==> config.mk <==
export PLATFORM = sky130hd
export DESIGN_NAME = aoi_monitor
export DESIGN_NICKNAME = d
export VERILOG_FILES = /design/src/rtl/aoi_mon_pkg.sv /design/src/rtl/aoi_line_tags.sv /design/src/rtl/aoi_victim_pick.sv /design/src/rtl/aoi_abort_seq.sv /design/src/rtl/aoi_monitor.sv
export SDC_FILE = /design/constraint.sdc
export NUM_CORES = 1
export LEC_CHECK = 0
export ABC_AREA = 1
export BUFFER_PORTS_ARGS = -buffer_cell sky130_fd_sc_hd__buf_4
export CAP_MARGIN = 20
export CORE_UTILIZATION = 42
export DETAILED_ROUTE_END_ITERATION = 8
export PLACE_DENSITY = 0.78
export SYNTH_ARGS = -nofsm -noshare
export SYNTH_HDL_FRONTEND = slang
export SYNTH_HIERARCHICAL = 1
export SYNTH_SLANG_ARGS = --single-unit
==> constraint.sdc <==
create_clock -name clk -period 1.8 [get_ports clk]
set_input_delay 0.27 -clock clk [delete_from_list [all_inputs] [get_ports clk]]
set_output_delay 0.27 -clock clk [all_outputs]
set_load 0.03 [all_outputs]
==> src/rtl/aoi_mon_pkg.sv <==
package aoi_mon_pkg;
  localparam int unsigned ADDR_W     = 32;
  localparam int unsigned WORD_BYTES = 4;
  localparam int unsigned ALIGN_W    = $clog2(WORD_BYTES);

  typedef logic [ADDR_W-1:0] addr_t;

  typedef enum logic [1:0] {
    DLV_NONE   = 2'd0,
    DLV_BRANCH = 2'd1,
    DLV_FAULT  = 2'd2,
    DLV_IRQ    = 2'd3
  } dlv_e;

  // usable: non-zero and word aligned
  function automatic logic addr_ok(addr_t a);
    return (a != '0) && (a[ALIGN_W-1:0] == '0);
  endfunction

  // slot that receives the return address
  function automatic addr_t stack_slot(addr_t sp);
    return sp - addr_t'(WORD_BYTES);
  endfunction
endpackage

==> src/rtl/aoi_line_tags.sv <==
module aoi_line_tags #(
  parameter  int unsigned LINES = 16,
  localparam int unsigned IW    = $clog2(LINES)
) (
  input  logic             clk,
  input  logic             rst_n,
  input  logic             set_v,
  input  logic [IW-1:0]    set_idx,
  input  logic             clr_v,
  input  logic [IW-1:0]    clr_idx,
  input  logic             tst_v,
  input  logic [IW-1:0]    tst_idx,
  input  logic             snp_v,
  input  logic [IW-1:0]    snp_idx,
  input  logic             evc_v,
  input  logic [IW-1:0]    evc_idx,
  input  logic             wipe,
  output logic [LINES-1:0] aoi_q,
  output logic [LINES-1:0] tw_q,
  output logic             loss_hit
);
  // Loss is judged on the marks held before this cycle
  logic snoop_loss, evict_loss;
  assign snoop_loss = snp_v && aoi_q[snp_idx];
  assign evict_loss = evc_v && (aoi_q[evc_idx] || tw_q[evc_idx]);
  assign loss_hit   = snoop_loss || evict_loss;

  for (genvar g = 0; g < LINES; g++) begin : g_line
    always_ff @(posedge clk) begin
      if (!rst_n)                                aoi_q[g] <= 1'b0;
      else if (wipe)                             aoi_q[g] <= 1'b0;
      else if (set_v && set_idx == IW'(g))       aoi_q[g] <= 1'b1;
      else if (clr_v && clr_idx == IW'(g))       aoi_q[g] <= 1'b0;
    end
    always_ff @(posedge clk) begin
      if (!rst_n)                                tw_q[g] <= 1'b0;
      else if (wipe)                             tw_q[g] <= 1'b0;
      else if (tst_v && tst_idx == IW'(g))       tw_q[g] <= 1'b1;
    end
  end

  AST_WIPE_EMPTIES: assert property (@(posedge clk) disable iff (!rst_n)
    wipe |=> (aoi_q == '0 && tw_q == '0));
  AST_RELEASE_DROPS: assert property (@(posedge clk) disable iff (!rst_n)
    (clr_v && !wipe && !(set_v && set_idx == clr_idx)) |=> !aoi_q[$past(clr_idx)]);
  AST_MARK_HOLDS: assert property (@(posedge clk) disable iff (!rst_n)
    (set_v && !wipe) |=> aoi_q[$past(set_idx)]);
endmodule

==> src/rtl/aoi_victim_pick.sv <==
module aoi_victim_pick #(
  parameter  int unsigned LINES = 16,
  localparam int unsigned IW    = $clog2(LINES)
) (
  input  logic             clk,
  input  logic             rst_n,
  input  logic [LINES-1:0] prot,
  output logic [IW-1:0]    victim,
  output logic             forced
);
  logic found;
  always_comb begin
    victim = '0;
    found  = 1'b0;
    for (int i = LINES - 1; i >= 0; i--) begin
      if (!prot[i]) begin
        victim = IW'(i);
        found  = 1'b1;
      end
    end
  end
  assign forced = !found;

  AST_VICTIM_FREE: assert property (@(posedge clk) disable iff (!rst_n)
    !forced |-> !prot[victim]);
  AST_FORCED_FULL: assert property (@(posedge clk) disable iff (!rst_n)
    forced |-> (&prot && victim == '0));
endmodule

==> src/rtl/aoi_abort_seq.sv <==
module aoi_abort_seq
  import aoi_mon_pkg::*;
(
  input  logic  clk,
  input  logic  rst_n,
  input  logic  trig,
  input  logic  kernel_mode,
  input  logic  irq_active,
  input  addr_t handler,
  input  addr_t sp,
  output logic  dlv_branch,
  output logic  dlv_fault,
  output logic  dlv_irq,
  output logic  pend_q
);
  logic take;
  dlv_e kind;

  assign take = pend_q && !irq_active;

  always_comb begin
    kind = DLV_NONE;
    if (take) begin
      if (kernel_mode)                          kind = DLV_IRQ;
      else if (addr_ok(handler) && addr_ok(sp)) kind = DLV_BRANCH;
      else                                      kind = DLV_FAULT;
    end
  end

  assign dlv_branch = (kind == DLV_BRANCH);
  assign dlv_fault  = (kind == DLV_FAULT);
  assign dlv_irq    = (kind == DLV_IRQ);

  // one pending abort; triggers during pending or delivery merge
  always_ff @(posedge clk) begin
    if (!rst_n)    pend_q <= 1'b0;
    else if (take) pend_q <= 1'b0;
    else if (trig) pend_q <= 1'b1;
  end

  AST_ONE_KIND: assert property (@(posedge clk) disable iff (!rst_n)
    $onehot0({dlv_branch, dlv_fault, dlv_irq}));
  AST_HOLD_IN_IRQ: assert property (@(posedge clk) disable iff (!rst_n)
    irq_active |-> !(dlv_branch || dlv_fault || dlv_irq));
  AST_RAISE: assert property (@(posedge clk) disable iff (!rst_n)
    (trig && !pend_q) |=> pend_q);
  AST_MERGE: assert property (@(posedge clk) disable iff (!rst_n)
    (dlv_branch || dlv_fault || dlv_irq) |=> !pend_q);
endmodule

==> src/rtl/aoi_monitor.sv <==
module aoi_monitor
  import aoi_mon_pkg::*;
#(
  parameter  int unsigned LINES = 16,
  localparam int unsigned IW    = $clog2(LINES)
) (
  input  logic              clk,
  input  logic              rst_n,
  input  logic              aload_v,
  input  logic [IW-1:0]     aload_idx,
  input  logic              arel_v,
  input  logic [IW-1:0]     arel_idx,
  input  logic              tstore_v,
  input  logic [IW-1:0]     tstore_idx,
  input  logic              commit_ok,
  input  logic              commit_fail,
  input  logic              self_abort,
  input  logic              snoop_inv_v,
  input  logic [IW-1:0]     snoop_inv_idx,
  input  logic              evict_v,
  input  logic [IW-1:0]     evict_idx,
  input  logic              set_handler_v,
  input  logic [ADDR_W-1:0] set_handler_addr,
  input  logic [ADDR_W-1:0] cpu_pc,
  input  logic [ADDR_W-1:0] user_sp,
  input  logic              kernel_mode,
  input  logic              irq_active,
  output logic [IW-1:0]     victim_idx,
  output logic              victim_forced,
  output logic              abort_branch,
  output logic              abort_fault,
  output logic              abort_irq,
  output logic [ADDR_W-1:0] handler_target,
  output logic [ADDR_W-1:0] push_value,
  output logic [ADDR_W-1:0] push_addr
);
  logic [LINES-1:0] aoi_q, tw_q;
  logic             loss_hit, abort_trig, wipe_all, pend_q;
  addr_t            handler_q;

  assign abort_trig = loss_hit || commit_fail;
  assign wipe_all   = abort_trig || commit_ok || self_abort;

  aoi_line_tags #(.LINES(LINES)) u_tags (
    .clk(clk), .rst_n(rst_n),
    .set_v(aload_v), .set_idx(aload_idx),
    .clr_v(arel_v), .clr_idx(arel_idx),
    .tst_v(tstore_v), .tst_idx(tstore_idx),
    .snp_v(snoop_inv_v), .snp_idx(snoop_inv_idx),
    .evc_v(evict_v), .evc_idx(evict_idx),
    .wipe(wipe_all),
    .aoi_q(aoi_q), .tw_q(tw_q), .loss_hit(loss_hit)
  );

  aoi_victim_pick #(.LINES(LINES)) u_victim (
    .clk(clk), .rst_n(rst_n),
    .prot(aoi_q | tw_q),
    .victim(victim_idx), .forced(victim_forced)
  );

  always_ff @(posedge clk) begin
    if (!rst_n)             handler_q <= '0;
    else if (set_handler_v) handler_q <= set_handler_addr;
  end

  aoi_abort_seq u_seq (
    .clk(clk), .rst_n(rst_n),
    .trig(abort_trig),
    .kernel_mode(kernel_mode), .irq_active(irq_active),
    .handler(handler_q), .sp(user_sp),
    .dlv_branch(abort_branch), .dlv_fault(abort_fault), .dlv_irq(abort_irq),
    .pend_q(pend_q)
  );

  assign handler_target = handler_q;
  assign push_value     = cpu_pc;
  assign push_addr      = stack_slot(user_sp);

  AST_FAULT_USER_ONLY: assert property (@(posedge clk) disable iff (!rst_n)
    abort_fault |-> !kernel_mode);
  AST_IRQ_KERNEL_ONLY: assert property (@(posedge clk) disable iff (!rst_n)
    abort_irq |-> kernel_mode);
  AST_FAIL_RAISES: assert property (@(posedge clk) disable iff (!rst_n)
    (commit_fail && !pend_q) |=> pend_q);
  AST_HANDLER_LOAD: assert property (@(posedge clk) disable iff (!rst_n)
    set_handler_v |=> handler_target == $past(set_handler_addr));
endmodule

# == Word level (Yosys, flattened, before mapping) ==
# Index checks and enable logic that the tools add are counted.
# totals
input_bits,129
out_inout_bits,104
regBits,65
wordCells,246
# op_classes
bitwise,2
eq_ne,48
reduce_logical,86
magnitude_cmp,2
mux,73
n_addsub,1
# ops
cell,count
$eq A4 B4 Y1 const B,24
$mux W4,16
$reduce_bool A32 Y1,2
$logic_and A1 B1 Y1,54
$mux W1,51
$eq A4 B3 Y1 const B,12
$reduce_bool A2 Y1,16
$sub A32 B3 Y32 const B,1
$eq A4 B2 Y1 const B,6
$or A16 B16 Y16,1
$bmux W1 S4,3
$eq A4 B1 Y1 const B,3
$logic_not A4 Y1,3
$lt A4 B5 Y1 const B,2
$mux W2,3
$logic_or A1 B1 Y1,5
$eq A2 B2 Y1 const B,2
$logic_not A2 Y1,2
$reduce_or A2 Y1,2
$eq A2 B1 Y1 const B,1
$logic_not A1 Y1,2
$not A1 Y1,1

# == Logic depth before layout (Yosys ltp) ==
# Gate-level depths: netlist of run 1.
# depth
word_depth,18
depth_mapped,16
mapped_depth_nobuf,16

# == Modules after synthesis ==
# The synthesis of run 1 kept the hierarchy.
# by_module_without_submodules
mod,area_each_um2,n_inst,seq_area_each_um2,cells_per_inst
aoi_monitor,2347.3,1,640.6,371
aoi_line_tags,1705.4,1,640.6,271
aoi_abort_seq,304.0,1,20.0,70
aoi_victim_pick,163.9,1,0.0,38

# == Worst setup path before layout of run 1 ==
# Ideal clock, no wire load.
# synth_path
path_type,input -> output
from,input port user_sp[2]
to,output port push_addr[18]
arrival_time_ns,1.715
path_buffers,0
setup_slack_ns,-0.185
path_stages,6
cell_sequence,inv_1 -> ha_1 -> nand2_2 -> nor2_8 -> nand2_1 -> xnor2_1
# synth_via
elab_chain_len,1
# synth_lines
item,line_no,text
"start, declared",aoi_monitor.sv:25,"input logic [ADDR_W-1:0] user_sp,"
$sub A32 B3 Y32,aoi_mon_pkg.sv:22,return sp - addr_t'(WORD_BYTES);
"end, declared",aoi_monitor.sv:35,output logic [ADDR_W-1:0] push_addr
# No other way between the ends.

# == Worst setup path after layout of run 1 ==
# layout_path
from,register u_tags.aoi_q[14]
to,output port victim_idx[0]
# layout_via
elab_chain_len,16
# layout_lines
item,line_no,text
"start, declared",aoi_line_tags.sv:18,"output logic [LINES-1:0] aoi_q,"
"start signal, assigned by index",aoi_line_tags.sv:30,if (!rst_n) aoi_q[g] <= 1'b0;
"start signal, assigned by index",aoi_line_tags.sv:31,else if (wipe) aoi_q[g] <= 1'b0;
"start signal, assigned by index",aoi_line_tags.sv:32,else if (set_v && set_idx == IW'(g)) aoi_q[g] <= 1'b1;
$or A16 B16 Y16,aoi_monitor.sv:57,".prot(aoi_q | tw_q),"
$mux W4 (15 in a row),aoi_victim_pick.sv:16,if (!prot[i]) begin
"end, declared",aoi_monitor.sv:28,"output logic [IW-1:0] victim_idx,"
# No other way between the ends.

==> metrics.cfg, run 1 <==
[worst_setup_path]
required_ns=1.53
ff2ff_path_depth=15
crit_type=register to primary output
path_max_fanout=3
r2r_slack_ns=-0.22
worst_r2r_endpoint=u_tags/aoi_q[11]
timing.rr.start=u_tags/aoi_q[8]
cp-end-kind=primary output
start_kind=register
critPathArrivalTime_ns=1.85

[power]
ir_drop_v=0.000507
p_leak_nw=3.03
finalPower_mw=4.03
powerDensity_nw_per_um2=623

[global_route]
first_global_vias=4861
overflow=0
grt.total_usage_pct=25.7
antenna_found_initial=0
grt_pass1_wl_mm=22.9
grt_max_degree=35

[clock_tree]
clock_path_buffers=2
cts_root_buf=clkbuf_8
htreeDepth=3
cts.sinks=65
clkSlewWorstSetupHoldPaths_ns=0.08
cts_tree=done
numCtsBuffers=9
insertion_delay_ns=0.34
ctsHoldBuffers=0

[flow_run]
maxCapViolations=0

[hold_path]
hp-class=input port to register
hp-start=set_handler_addr[24]
worstHoldPathCells=3
hold_end=handler_target[24]

[timing]
post-route-period-util_pct=118
tightest_slew_ns=0.426
fmax_ghz=0.471
maxSlewViolCount=0
setup_ws_ns=-0.321
min_period_ns=2.12
rsz0062_at_grt=yes
fin_skew_ns=0.00709
setup_violations=36
relSlewSlack_pct=71.4
hold_violations=0

[layout]
ff_latch_area_um2=1330
layout_common_cells=buf_4 (183), nor2_1 (174), nand2_1 (157)
fin_nets=1036
multi_input_area_um2=2870
final_common_cell=buf_4
diodes=0
area_growth_pct=43.0
drive_above_1_share_pct=36.7
fill_cells=1000

[synth]
yosysWarningCount=6
synthFlopType=dfxtp_1
seq_area_frac_synth_pct=28.8
async_flop_share_pct=0
ys_ff_latch=65
syn_inst=750
synth_edf_count=0
synth_area_um2=4520
synth.distinct_cells=35
avgSynthCellArea_um2=6.03
syn_nets=880

[floorplanning]
core_um2=10400
ios=233
rows=37
die_x_um=106
chipHeight_um=106
initial_core_util_pct=43.6
die_area_um2=11200

[route]
drc=0
vias=5277
dr.pass1.iters=5
routedWlPerCell_um=14.0
routed_wl_mm=14.7
antenna_left=0
viasPerCell=5.04
drt_iter0_drc=347

[placed_design]
dp_slack_ns=-0.112
gp_congestion=0.925
port_buffers=168
dp.final_hpwl_mm=10.7

[run_status]
failed_checks=setup timing
status=finished with violations

==> registers in the layout, summed over array words and instances, names as in the netlist <==
signal,flops
handler_target,32
u_seq/pend_q,1
u_tags/tw_q,16
u_tags/aoi_q,16
==> through the flow <==
stage	util, %	hold slack, ns	cell area [µm²]	std cells	setup TNS (ns)
floorplan	-	0.405	4580	750	-0.106
global placement	55.9	0.453	5800	1017	-2.09
detailed placement	55.9	0.459	5800	1017	-2.68
CTS	61.4	0.135	6370	1045	-5.49
global route	62.3	0.130	6460	1047	-8.83
finish	62.3	0.145	6460	1047	-6.70
==> Yosys cell counts (3+ instances only) <==
cell	number	area, µm²
a21oi_1	31	155
a31oi_1	4	25.0
buf_1	3	11.3
buf_4	35	263
clkbuf_1	9	33.8
dfxtp_1	65	1300
inv_1	71	267
inv_2	4	15.0
nand2_1	165	619
nand2_2	6	37.5
nand2_4	3	33.8
nand3_1	46	230
nand3b_1	4	30.0
nand4_1	12	75.1
nor2_1	183	687
nor2_2	7	43.8
nor2_4	3	33.8
nor3_2	3	30.0
o211ai_1	6	45.0
o21ai_0	38	190
o21ai_1	6	30.0
or2_2	16	100
xnor2_1	8	70.1
xor2_1	7	61.3
==> worst max-delay path: stages (launching register included) <==
cell     delay, ns
dfxtp_1       0.34
or2_2         0.32
nand2_1       0.08
nand2_1       0.05
nand2_1       0.05
nand2_1       0.04
nand2_1       0.05
nand2_1       0.04
nand2_1       0.05
nand2_1       0.04
nand2_1       0.05
nand2_1       0.05
nand2_1       0.05
nand2_1       0.05
nand2_2       0.08
a21oi_4       0.05
buf_6         0.13
==> where the power goes <==
group	internal (mW)	total [mW]	switching (mW)	leakage (nW)
Combinational	0.406	0.991	0.586	2.38
Clock	0.919	1.51	0.587	0.115
Sequential	1.49	1.53	0.0400	0.542
==> how the worst max path moves through the flow <==
| stage | startpoint | slack, ns | to |
|---|---|---|---|
| final | u_tags/aoi_q[14] | -0.32 | victim_idx[0] |
| after global routing | u_tags/tw_q[15] | -0.47 | victim_idx[0] |
| after CTS | u_tags/tw_q[15] | -0.35 | victim_idx[0] |
| after floorplan | user_sp[2] | -0.06 | push_addr[22] |
| after detailed placement | evict_idx[0] | -0.11 | u_tags/aoi_q[1] |
| after global placement | evict_idx[0] | -0.07 | u_tags/aoi_q[8] |
==> cells by family after synthesis <==
kind of cell    Yosys count  share of synthesized area, %
simple gates            454                          43.9
compound gates           89                          10.6
fa+ha+maj                 1                         0.277
flops                    65                          28.8
xor+xnor                 15                          2.91
buf+inv                 126                          13.6
==> per-layer routing <==
| metal | vias to the layer above | global-route usage [%] | routed length, µm |
|---|---|---|---|
| met4 | 0 | 11.3 | 373 |
| met2 | 248 | 42.6 | 6900 |
| met3 | 36 | 5.57 | 1130 |
| met1 | 2357 | 32.0 | 6250 |
| met5 | - | 0 | 0 |
| li1 | 2636 | - | - |
==> cell type report <==
cell class	instances	area share (%)
multi-input combinational	559	44.4
timing repair buffer	195	24.1
sequential	65	20.6
inverter	76	4.45
tap	136	2.63
clock buffer	9	1.92
clock inverter	7	1.84
==> repair_timing <==
action,4_1_cts,5_1_grt
buffers inserted,9,6
pin swaps,19,25
gates resized for setup,59,43
gates cloned,3,0
setup endpoints to repair,37,41
(Power assumes the default switching activity.)
==> run 2: changes to the inputs <==
--- a/config.mk
+++ b/config.mk
@@ -5,10 +5,10 @@
 export SDC_FILE = /design/constraint.sdc
 export NUM_CORES = 1
 export LEC_CHECK = 0
-export ABC_AREA = 1
 export BUFFER_PORTS_ARGS = -buffer_cell sky130_fd_sc_hd__buf_4
 export CAP_MARGIN = 20
-export CORE_UTILIZATION = 42
+export CORE_ASPECT_RATIO = 1.5
+export CORE_UTILIZATION = 41
 export DETAILED_ROUTE_END_ITERATION = 8
 export PLACE_DENSITY = 0.78
 export SYNTH_ARGS = -nofsm -noshare
==> metrics.cfg, run 2 <==
[route]
routedWlPerCell_um=19.1
viasPerCell=5.59
dr.pass1.iters=4
vias=4599
routed_wl_mm=15.7
drt_iter0_drc=141
drc=0
antenna_left=0

[layout]
fin_nets=832
layout_common_cells=buf_4 (208), buf_6 (44), nor2b_1 (39)
area_growth_pct=74.2
largest_register_ffs=32
drive_above_1_share_pct=61.1
final_cell_area_um2=7140
diodes=0
final_common_cell=buf_4

[synth]
synthDominantCellAreaShare_pct=31.7
async_flop_share_pct=0
synth_common_cells=dfxtp_1 (65), nor2b_1 (39), nor2_1 (35)
ys_top_cells_by_area=dfxtp_1 (32%), mux2i_1 (8.3%), buf_4 (6.2%)
syn_inst=484
seq_area_frac_synth_pct=31.7
synth_edf_count=0
yosys.area.top_type=dfxtp_1
synthFlopType=dfxtp_1
avgSynthCellArea_um2=8.47
yosysWarningCount=6
synth.distinct_cells=53
synth_most_common_cell=dfxtp_1
syn_nets=614
ys_ff_latch=65
synth_area_um2=4100

[timing]
relSlewSlack_pct=59.2
hold_violations=0
setup_ws_ns=-0.713
fmax_ghz=0.398
tns_ns=-34.31
min_period_ns=2.51
tightest_slew_ns=0.607
setup_violations=64
maxSlewViolCount=0
rsz0062_at_grt=yes
post-route-period-util_pct=140
fin_skew_ns=0.00324

[floorplanning]
core_um2=9690
rows=44
die_x_um=83.7
ios=233
die_area_um2=10400
initial_core_util_pct=42.3
chipHeight_um=124

[placed_design]
dpl_cell_area_um2=6080
port_buffers=168
dp.final_hpwl_mm=11.2
dp_slack_ns=-0.739
gp_congestion=0.946

[worst_setup_path]
path_cells=buf_6 -> or4_4 -> or4_4 -> nor4_4 -> xor2_2 -> buf_6
start_kind=input port
cp_num_buf_inv=2
cp-end-kind=primary output
critPathMaxStageDelay_ns=0.62
slowest_stage=or4_4
crit_type=input port to primary output
required_ns=1.53
critical-path-top-delay-family=simple AND/OR/NAND/NOR gates
path_max_fanout=7
critPathArrivalTime_ns=2.24

[global_route]
first_global_vias=4766
overflow=0
antenna_found_initial=0
grt.total_usage_pct=27.6
grt_max_degree=35
grt_pass1_wl_mm=22.9

[clock_tree]
cts_root_buf=clkbuf_16
clock_path_buffers=2
cts_tree=done
htreeDepth=3
numCtsBuffers=9
cts.sinks=65
insertion_delay_ns=0.33
clkSlewWorstSetupHoldPaths_ns=0.07

[flow_run]
maxCapViolations=0

[power]
finalPower_mw=4.37
ir_drop_v=0.000793
p_leak_nw=3.13
powerDensity_nw_per_um2=612

[run_status]
status=finished with violations
failed_checks=setup timing

[hold_path]
hp-class=input port to register

-- run 2: cell count changes in the layout (fill, tap and decap cells not counted), moves of 12 or more --
cell / before / now
nor2_1: 174 / 27
o21ai_0: 36 / 20
nand2_1: 157 / 20
nand3_1: 44 / 7
nor2b_1: 0 / 39
buf_4: 183 / 208
buf_6: 7 / 44
mux2i_1: 0 / 34
nor4_4: 0 / 12
inv_1: 66 / 8
nor2_2: 14 / 2
-- run 2: metrics by stage --
| stage | utilization [%] | hold slack (ns) | cells |
|---|---|---|---|
| 2_1_floorplan | - | 0.398 | 484 |
| 3_3_place_gp | 62.7 | 0.504 | 788 |
| 3_5_place_dp | 62.7 | 0.505 | 788 |
| 4_1_cts | 70.3 | 0.189 | 810 |
| 5_1_grt | 73.7 | 0.199 | 822 |
| 6_report | 73.7 | 0.188 | 822 |
-- run 2: cells by family after synthesis --
| logic type | count (synthesis) | synth area share, % |
|---|---|---|
| adder cells (fa/ha/maj) | 1 | 0.305 |
| multiplexers | 42 | 11.8 |
| AND/OR/NAND/NOR | 217 | 31.2 |
| buffers and inverters | 60 | 9.03 |
| flip-flops | 65 | 31.7 |
| XOR/XNOR | 28 | 5.98 |
| AO/OA/AOI/OAI | 71 | 9.98 |
-- run 2: area by class of cell --
type	count	area, µm²
clock buffers	9	225
clock inverters	7	77.6
multi-input cells	359	3180
flip-flops and latches	65	1340
inverters	11	41.3
repair buffers	256	2130
well taps	115	144
fillers	652	2540
-- run 2: what timing repair did --
item	in CTS	in global routing
buffers inserted	6	17
pin swaps	33	34
resized for setup	103	68
endpoints found under the setup margin	64	66
hold buffers	0	0
-- run 2: where the power goes --
group          total, mW  switching (mW)  internal (mW)
clock               1.77           0.686           1.09
combinational       1.06           0.553          0.511
sequential          1.54          0.0512           1.48
-- run 2: final timing paths --
kind	start	to	slack [ns]	cells past startpoint
worst max-delay path	user_sp[6]	push_addr[31]	-0.71	6
worst min-delay path	set_handler_addr[1]	handler_target[1]	0.19	3
worst max register to register	u_tags/aoi_q[1]	u_tags/aoi_q[15]	-0.66	9
worst min register to register	u_tags/aoi_q[11]	u_tags/aoi_q[11]	0.52	2
-- run 2: worst register-to-register path: stages (launching register included) --
cell,delay (ns)
dfxtp_2,0.35
mux2_1,0.31
mux4_2,0.46
o21ai_2,0.15
o32ai_2,0.09
or2_4,0.24
or3_1,0.32
nand2b_4,0.19
buf_12,0.17
a21oi_2,0.11
-- run 2: metal layers --
layer | global-route usage (%) | part of all wire (%) | vias to the layer above
li1 | - | - | 2121
met1 | 26.8 | 35 | 2184
met2 | 52.5 | 55 | 228
met3 | 5.83 | 5.6 | 66
met4 | 16.0 | 5.0 | 0
met5 | 0 | 0 | -
